==> config.mk <==
export PLATFORM = sky130hd
export DESIGN_NAME = hbridge_guard
export DESIGN_NICKNAME = d
export VERILOG_FILES = /design/src/rtl/hbg_pkg.sv /design/src/rtl/hbg_vds_qual.sv /design/src/rtl/hbg_bridge.sv /design/src/rtl/hbridge_guard.sv
export SDC_FILE = /design/constraint.sdc
export NUM_CORES = 1
export LEC_CHECK = 0
export ABC_AREA = 1
export BUFFER_PORTS_ARGS = -buffer_cell sky130_fd_sc_hd__buf_4
export CORE_MARGIN = 2
export CORE_UTILIZATION = 40
export CTS_BUF_LIST = sky130_fd_sc_hd__clkbuf_4
export DETAILED_ROUTE_END_ITERATION = 12
export GPL_TIMING_DRIVEN = 0
export PLACE_DENSITY = 0.7
export SYNTH_ARGS = -nofsm -noshare
export SYNTH_HDL_FRONTEND = slang
export SYNTH_SLANG_ARGS = --single-unit
==> constraint.sdc <==
create_clock -name clk -period 1.7 [get_ports clk]
set_input_delay 0.085 -clock clk [delete_from_list [all_inputs] [get_ports clk]]
set_output_delay 0.085 -clock clk [all_outputs]
set_load 0.05 [all_outputs]
==> src/rtl/hbg_pkg.sv <==
package hbg_pkg;

    typedef enum logic [1:0] {
        BR_OFF   = 2'b00,
        BR_HIGH  = 2'b01,
        BR_LOW   = 2'b10,
        BR_PARK  = 2'b11
    } br_mode_t;

    localparam int unsigned SW_PER_BR = 2;
    localparam int unsigned SW_HIGH   = 0;
    localparam int unsigned SW_LOW    = 1;

    function automatic logic [SW_PER_BR-1:0] decode_mode(input br_mode_t m);
        logic [SW_PER_BR-1:0] en;
        en = '0;
        case (m)
            BR_HIGH: en[SW_HIGH] = 1'b1;
            BR_LOW:  en[SW_LOW]  = 1'b1;
            default: en = '0;
        endcase
        return en;
    endfunction

endpackage

==> src/rtl/hbg_vds_qual.sv <==
module hbg_vds_qual #(
    parameter int unsigned BLANK_CYC = 8,
    parameter int unsigned FILT_CYC  = 4
) (
    input  logic clk,
    input  logic rst_n,
    input  logic gate_en_i,
    input  logic vds_i,
    output logic confirm_o
);
    localparam int unsigned BW = $clog2(BLANK_CYC + 1) < 1 ? 1 : $clog2(BLANK_CYC + 1);
    localparam int unsigned FW = $clog2(FILT_CYC + 1) < 1 ? 1 : $clog2(FILT_CYC + 1);

    typedef struct packed {
        logic          was_on;
        logic [BW-1:0] blank;
        logic [FW-1:0] filt;
    } qual_t;

    qual_t q_d, q_q;
    logic  confirm;

    always_comb begin
        q_d        = q_q;
        confirm    = 1'b0;
        q_d.was_on = gate_en_i;
        if (!gate_en_i) begin
            q_d.blank = '0;
            q_d.filt  = '0;
        end else if (!q_q.was_on) begin
            q_d.blank = BW'(BLANK_CYC);
            q_d.filt  = '0;
        end else if (q_q.blank != '0) begin
            q_d.blank = q_q.blank - 1'b1;
            q_d.filt  = '0;
        end else if (vds_i) begin
            if (q_q.filt == FW'(FILT_CYC - 1)) begin
                confirm  = 1'b1;
                q_d.filt = '0;
            end else begin
                q_d.filt = q_q.filt + 1'b1;
            end
        end else begin
            q_d.filt = '0;
        end
    end

    always_ff @(posedge clk or negedge rst_n) begin
        if (!rst_n) q_q <= '0;
        else        q_q <= q_d;
    end

    assign confirm_o = confirm;

    assert_blank_quiet_R4: assert property (@(posedge clk) disable iff (!rst_n)
        (q_q.blank != '0) |-> !confirm_o);

    assert_off_quiet_R10: assert property (@(posedge clk) disable iff (!rst_n)
        !gate_en_i |-> !confirm_o);

    assert_needs_input_R5: assert property (@(posedge clk) disable iff (!rst_n)
        confirm_o |-> vds_i);

endmodule

==> src/rtl/hbg_bridge.sv <==
module hbg_bridge
    import hbg_pkg::*;
#(
    parameter int unsigned BLANK_CYC = 8,
    parameter int unsigned FILT_CYC  = 4
) (
    input  logic                 clk,
    input  logic                 rst_n,
    input  logic                 wr_i,
    input  logic [1:0]           wdata_i,
    input  logic [SW_PER_BR-1:0] clr_i,
    input  logic [SW_PER_BR-1:0] vds_i,
    output logic [SW_PER_BR-1:0] gate_o,
    output logic [SW_PER_BR-1:0] sts_o,
    output logic [1:0]           mode_o
);
    typedef struct packed {
        br_mode_t             mode;
        logic [SW_PER_BR-1:0] sts;
    } br_t;

    br_t                  s_d, s_q;
    logic [SW_PER_BR-1:0] gate;
    logic [SW_PER_BR-1:0] confirm;

    always_comb begin
        gate = s_q.sts == '0 ? decode_mode(s_q.mode) : '0;
    end

    for (genvar sw = 0; sw < SW_PER_BR; sw++) begin : g_sw
        hbg_vds_qual #(
            .BLANK_CYC (BLANK_CYC),
            .FILT_CYC  (FILT_CYC)
        ) u_qual (
            .clk       (clk),
            .rst_n     (rst_n),
            .gate_en_i (gate[sw]),
            .vds_i     (vds_i[sw]),
            .confirm_o (confirm[sw])
        );

        assert_sticky_R8: assert property (@(posedge clk) disable iff (!rst_n)
            (s_q.sts[sw] && !clr_i[sw]) |=> s_q.sts[sw]);
    end

    always_comb begin
        s_d     = s_q;
        s_d.sts = (s_q.sts & ~clr_i) | confirm;
        if (wr_i) s_d.mode = br_mode_t'(wdata_i);
    end

    always_ff @(posedge clk or negedge rst_n) begin
        if (!rst_n) begin
            s_q.mode <= BR_OFF;
            s_q.sts  <= '0;
        end else begin
            s_q <= s_d;
        end
    end

    assign gate_o = gate;
    assign sts_o  = s_q.sts;
    assign mode_o = s_q.mode;

    assert_exclusive_R3: assert property (@(posedge clk) disable iff (!rst_n)
        !(gate_o[SW_HIGH] && gate_o[SW_LOW]));

    assert_fault_masks_R6: assert property (@(posedge clk) disable iff (!rst_n)
        (sts_o != '0) |-> (gate_o == '0));

    assert_mode_hold_R7: assert property (@(posedge clk) disable iff (!rst_n)
        !wr_i |=> $stable(mode_o));

endmodule

==> src/rtl/hbridge_guard.sv <==
module hbridge_guard
    import hbg_pkg::*;
#(
    parameter int unsigned NUM_BR    = 3,
    parameter int unsigned BLANK_CYC = 8,
    parameter int unsigned FILT_CYC  = 4
) (
    input  logic                  clk,
    input  logic                  rst_n,
    input  logic [NUM_BR-1:0]     mode_wr_i,
    input  logic [2*NUM_BR-1:0]   mode_wdata_i,
    input  logic [2*NUM_BR-1:0]   sts_clr_i,
    input  logic [NUM_BR-1:0]     vds_hs_i,
    input  logic [NUM_BR-1:0]     vds_ls_i,
    output logic [NUM_BR-1:0]     hs_gate_o,
    output logic [NUM_BR-1:0]     ls_gate_o,
    output logic [2*NUM_BR-1:0]   sts_o,
    output logic [2*NUM_BR-1:0]   mode_o
);
    for (genvar b = 0; b < NUM_BR; b++) begin : g_br
        logic [SW_PER_BR-1:0] gate;
        hbg_bridge #(
            .BLANK_CYC (BLANK_CYC),
            .FILT_CYC  (FILT_CYC)
        ) u_br (
            .clk     (clk),
            .rst_n   (rst_n),
            .wr_i    (mode_wr_i[b]),
            .wdata_i (mode_wdata_i[2*b +: 2]),
            .clr_i   (sts_clr_i[2*b +: 2]),
            .vds_i   ({vds_ls_i[b], vds_hs_i[b]}),
            .gate_o  (gate),
            .sts_o   (sts_o[2*b +: 2]),
            .mode_o  (mode_o[2*b +: 2])
        );
        assign hs_gate_o[b] = gate[SW_HIGH];
        assign ls_gate_o[b] = gate[SW_LOW];
    end

endmodule

======== Word-level counts from Yosys, hierarchy flattened ========
Cells that the tools add are included.
storage, ports and cells
  bits in registers ....................... 60
  output and inout bits ................... 18
operators by class
  add/sub/neg operators ................... 12
  eq/ne operators ......................... 18
  muxes and demuxes ....................... 75
  bitwise logic cells ..................... 9
  reduce and logical (&&, ||, !) cells .... 9
operators by type and width
  cell                 count
  $mux 7               12
  $mux 3               18
  $mux 1               36
  $mux 4               6
  $reduce_bool 4->1    6
  $sub 4x1->4 const B  6
  $add 3x1->3 const B  6
  $eq 3x2->1 const B   6
  $ne 3x2->1 const B   6
  $and 2x2->2          3
  $eq 2x1->1 const B   3
  $eq 2x2->1 const B   3
  $logic_not 2->1      3
  $mux 2               3
  $not 2->2            3
  $or 2x2->2           3

======== Depth between registers and ports, before layout ========
  depth in word-level cells ............... 7
  mapped depth ............................ 8

======== Hierarchy ========
From an unflattened synthesis, not the netlist that was laid out.
unflattened totals
  cells, all modules ...................... 339
  area total of the unflattened synthesis .. 2,954.1 µm²
by module, submodules not included
  module        times used  cells each  area each (µm²)  seq. area each (µm²)
  hbg_vds_qual  6           47          409.1            200.2
  hbg_bridge    3           19          166.4            100.1

======== Least setup slack after synthesis ========
Ideal clock, no wire load.
  path type ............................... register to register
  from .................................... register g_br[1].u_br.s_q, in the netlist g_br[1].u_br.mode_o[1]
  to ...................................... register g_br[1].u_br.g_sw[0].u_qual.q_q[3] (netlist bit)
  library setup time ...................... 0.126 ns
  arrival ................................. 1.180 ns
  required time ........................... 1.574 ns
  slack ................................... 0.394 ns
  stages on the path, launching flop included .. 7
  period minus slack after synthesis ...... 1.306 ns
  path through ............................ dfrtp_1 -> inv_1 -> nand2_2 -> nor2_4 -> nand2_2 -> inv_2 -> o21ai_0
between the ends
  cells in the longest elaborated chain, start to end .. 4
  elaborated cells between the ends (all ways) .. 5
  those cells by class .................... eq/ne (2); mux (3)
ends and longest elaborated chain
  item                                                   RTL line            RTL
  start: declaration                                     hbg_bridge.sv:22    br_t s_d, s_q;
  $eq 2x1->1 *                                           hbg_pkg.sv:17       case (m)
  $mux 1 *                                               hbg_pkg.sv:17
  $mux 2 *                                               hbg_bridge.sv:27    gate = s_q.sts == '0 ? decode_mode(s_q.mode) : '0;
  named net g_br[1].u_br.g_sw[0].u_qual.gate_en_i        hbg_vds_qual.sv:7   input logic gate_en_i,
  $ne 3x2->1 (no source line) or $mux 7 (tied branches)  n/a
  end signal: assignment                                 hbg_vds_qual.sv:50  else q_q <= q_d;
  end: declaration                                       hbg_vds_qual.sv:20  qual_t q_d, q_q;
Mark *: on every way through the listed nets, which the timed path passes. The rest lies on a longest branch.
A chain may end at the register's enable or synchronous reset.

======== Worst setup path after layout ========
  from .................................... register g_br[0].u_br.s_q, in the netlist g_br[0].u_br.sts_o[1]
  to ...................................... output ls_gate_o[0]
between the ends
  cells in the longest elaborated chain, start to end .. 2
ends and longest elaborated chain
  item                RTL line             RTL
  start: declaration  hbg_bridge.sv:22
  $logic_not 2->1     hbg_bridge.sv:27
  $mux 2              hbg_bridge.sv:27
  end: declaration    hbridge_guard.sv:16  output logic [NUM_BR-1:0] ls_gate_o,
No other way between the ends.

==> results.md <==
| Parameter | Value | Unit |
| --- | --- | --- |
| Final clock period utilization by the worst path | 0.945 | - |
| Core Footprint | 0.00718 | mm² |
| Drt total wl | 5460 | µm |
| Proportion of layout cells with a drive suffix above 1 | 0.235 | - |
| Antenna violations before repair | 0 | - |
| Area added between synthesis and finish | 26.6 | % |
| Post-route DRC violation count | 0 | - |
| Post-synthesis instance area | 0.00294 | mm² |
| Peak supply drop | 0.000503 | V |
| Ranking of synthesized cells by area | dfrtp_1 51%, nand2_1 8.8%, inv_1 6.9% | - |
| Sequential fraction of the synthesis area | 0.510 | - |
| Number of design-rule violations left by the first detailed-router iteration | 62 | - |
| Count of unique library cells instantiated by Yosys | 22 | - |
| Cell occurring most often along the worst timing path | buf_4 | - |
| Max Cap Violations | 0 | - |
| Pin count of the biggest net entering global routing | 61 | - |
| Wire length of the first global-routing pass | 9740 | µm |
| FP Rows | 31 | - |
| Slew HR | 0.499 | - |
| Combinational Power Share | 0.179 | - |
| Mean Syn Cell Area | 8.48 | µm² |
| Internal Dissipation | 2.13 | mW |
| Routed wire length per instance | 10.4 | µm |
| Top cells by instance count after synthesis | 69 x nand2_1, 60 x dfrtp_1, 54 x inv_1 | - |
| Dpl hpwl | 3840 | µm |
| Total via count in the routed design | 2373 | - |
| Beginning of the critical path | g_br[0].u_br.sts_o[1] | - |
| Remaining number of nets flagged by the antenna check after routing | 0 | - |
| Total CTS buffers | 9 | - |
| Number of pins exceeding their max-slew limit in the final report | 0 | - |
| Number of placed instances, taps included | 486 | - |
| Library cell with the highest instance count after synthesis | nand2_1 | - |
| Async set or reset register ratio after synthesis | 1.00 | - |
| Total congestion overflow after global routing | 0 | - |
| Layout fillers | 664 | - |
| Clock Skews | 0.00961 | ns |
| HP Class | in2async | - |
| Slew at the pin with the worst max-slew slack | 0.751 | ns |
| Longest individual stage delay on the worst path | 0.42 | ns |
| Leak | 1.88 | nW |
| Yosys top cell by area | dfrtp_1 | - |
| Launch point of the worst reg-to-reg path | g_br[2].u_br.g_sw[1].u_qual.q_q[3] | - |
| Sw Pwr | 893 | µW |
| Antenna diode count | 0 | - |
| Clock root buffer | clkbuf_4 | - |
| Area taken by multi-input logic gates | 0.00119 | mm² |
| Kind of critical path | reg2out | - |
| Clk sink count | 60 | - |
| Worst Reg2Reg Path Length in Cells | 6 | - |
| Power Density | 812 | mW/mm² |
| Total of warnings raised by yosys | 0 | - |
| Category of the worst setup path capture point | output pin | - |
| Final cell count without fillers | 524 | - |
| Total of buffers placed on input and output ports | 40 | - |
| Clock Power Share | 0.311 | - |
| Reg clk slew, reported paths | 0.10 | ns |
| Critical-path top delay cell | dfrtp_1 | - |
| DRT Pass-1 Iters | 4 | - |
| Critical path startpoint category | flop | - |
| Arrival time of data at the critical path endpoint | 1.52 | ns |
| Total global-route track usage | 0.147 | - |
| CTS H-tree depth | 3 | - |
| Worst reg-to-reg setup slack | 0.33 | ns |
| TritonCTS clock tree | done | - |
| List of cells traversed by the critical path | nor2_2, nand3_2, inv_2, buf_4, buf_4 | - |
| Top Ports | 41 | - |
| Clock latency reported for the late side of the worst-skew pair | 0.40 | ns |
| Overall die area | 0.00806 | mm² |
| Highest clock frequency the design can meet | 0.622 | GHz |
| Run status | completed | - |
| Worst r2r dst | g_br[2].u_br.sts_o[1] | - |
| Vert. Die Dim | 89.8 | µm |
| Net count of the mapped netlist | 382 | - |
| Count of final hold-check violations | 0 | - |
| Worst Setup EP | ls_gate_o[0] | - |
| CTS max path bufs | 2 | - |
| Final setup fails | 0 | - |
| Number of enable flip-flop cells after synthesis | 0 | - |
| Flip-flop and latch count after synthesis | 60 | - |
| Fraction of synthesized cell area taken by the top area cell type | 0.510 | - |
| Via count normalized by instance count | 4.53 | - |
| Final-stage net count | 456 | - |
| Post-synth top flop | dfrtp_1 | - |
| RSZ-0062 raised after global routing | yes | - |
| Register share of total power | 0.510 | - |
| Mapped Cells | 347 | - |
| Final RePlAce weighted congestion | 0.755 | - |
| Initial core utilization | 0.410 | - |
| Critical path peak fanout | 4 | - |
| Power consumption | 3.03 | mW |
| Die width | 89.8 | µm |
| Switching Fraction | 0.295 | - |
| Vias in the first global route | 2328 | - |
| WP data required | 1.62 | ns |
| Area of all sequential standard cells | 0.00150 | mm² |
| Minimum clock period | 1.61 | ns |
==> layer usage <==
layer | share of wire | global-route usage
met1 | 0.47 | 0.177
met2 | 0.47 | 0.251
met3 | 0.036 | 0.0293
met4 | 0.019 | 0.0756
met5 | 0 | 0
==> logic make-up (layout without fill, tap and decap cells) <==
kind of cell	count (synthesis)	after routing	synth area share
buf+inv	63	141	0.0880
simple gates	189	189	0.309
fa+ha+maj	12	12	0.0510
compound gates	23	23	0.0421
flops	60	60	0.510
==> worst max-delay path: cells and delay by family, from the launching register on <==
| family | cells | cell delay [ns] |
|---|---|---|
| buffers and inverters | 3 | 0.40 |
| flip-flops | 1 | 0.42 |
| AND/OR/NAND/NOR | 2 | 0.31 |
==> cells in the final DEF (no fill, tap or decap), drive strengths merged, types with 2 or more instances in the layout <==
master	netlist	routed
buf	6	47
nand2	73	73
nand3	33	33
nand4	2	2
inv	57	57
nand3b	4	4
dfrtp	60	60
nor3	6	6
or2	8	8
a21oi	7	7
ha	12	12
dlygate4sd3	0	22
clkinv	0	4
nor2	62	62
o211ai	3	3
o21ai	12	12
clkbuf	0	9
==> power by group through the flow <==
stage	Clock, mW	Combinational (mW)	Sequential [mW]
after floorplan	0	0.293	1.60
after global placement	0	0.487	1.57
after detailed placement	0	0.499	1.57
after CTS	0.976	0.546	1.54
after global routing	1.04	0.608	1.55
final	0.942	0.542	1.54
==> metrics by stage <==
step                setup WS (ns)  cell area, µm²  setup TNS [ns]  utilization  hold slack (ns)
finish                     0.0933            3730               0        0.519            0.290
global route              -0.0179            3730         -0.0398        0.519            0.357
CTS                        0.0219            3710               0        0.517            0.302
detailed placement          0.316            3370               0        0.469            0.212
global placement            0.368            3370               0        0.469            0.210
floorplan                   0.394            2940               0            -           -0.211
==> sequential cells by signal, indices dropped and copies added (netlist names) <==
| register | cells |
|---|---|
| g_br.u_br.mode_o | 6 |
| g_br.u_br.g_sw.u_qual.q_q | 48 |
| g_br.u_br.sts_o | 6 |
==> worst min path at each step <==
stage / end / slack [ns]
after floorplan: g_br[0].u_br.g_sw[0].u_qual.q_q[0] / -0.21
after global placement: g_br[2].u_br.g_sw[0].u_qual.q_q[3] / 0.21
after detailed placement: g_br[2].u_br.g_sw[0].u_qual.q_q[3] / 0.21
after CTS: g_br[2].u_br.g_sw[0].u_qual.q_q[3] / 0.30
after global routing: g_br[2].u_br.g_sw[0].u_qual.q_q[3] / 0.36
final: g_br[2].u_br.g_sw[0].u_qual.q_q[4] / 0.29
==> what timing repair did <==
| action | 4_1_cts | 5_1_grt |
|---|---|---|
| endpoints found under the hold margin | 90 | 0 |
| setup endpoints to repair | 0 | 5 |
| setup buffers | 0 | 1 |
| resized for setup | 0 | 6 |
| hold buffers | 22 | 0 |
==> area by class of cell <==
cell class	instances	share of cell area
clock inverter	6	0.0151
inverter	57	0.0574
buffer	6	0.0121
tap	99	0.0332
sequential	60	0.403
multi-input combinational	224	0.319
clock buffer	9	0.0181
timing repair buffer	63	0.142
No activity file was read; power rests on OpenSTA's default activity.
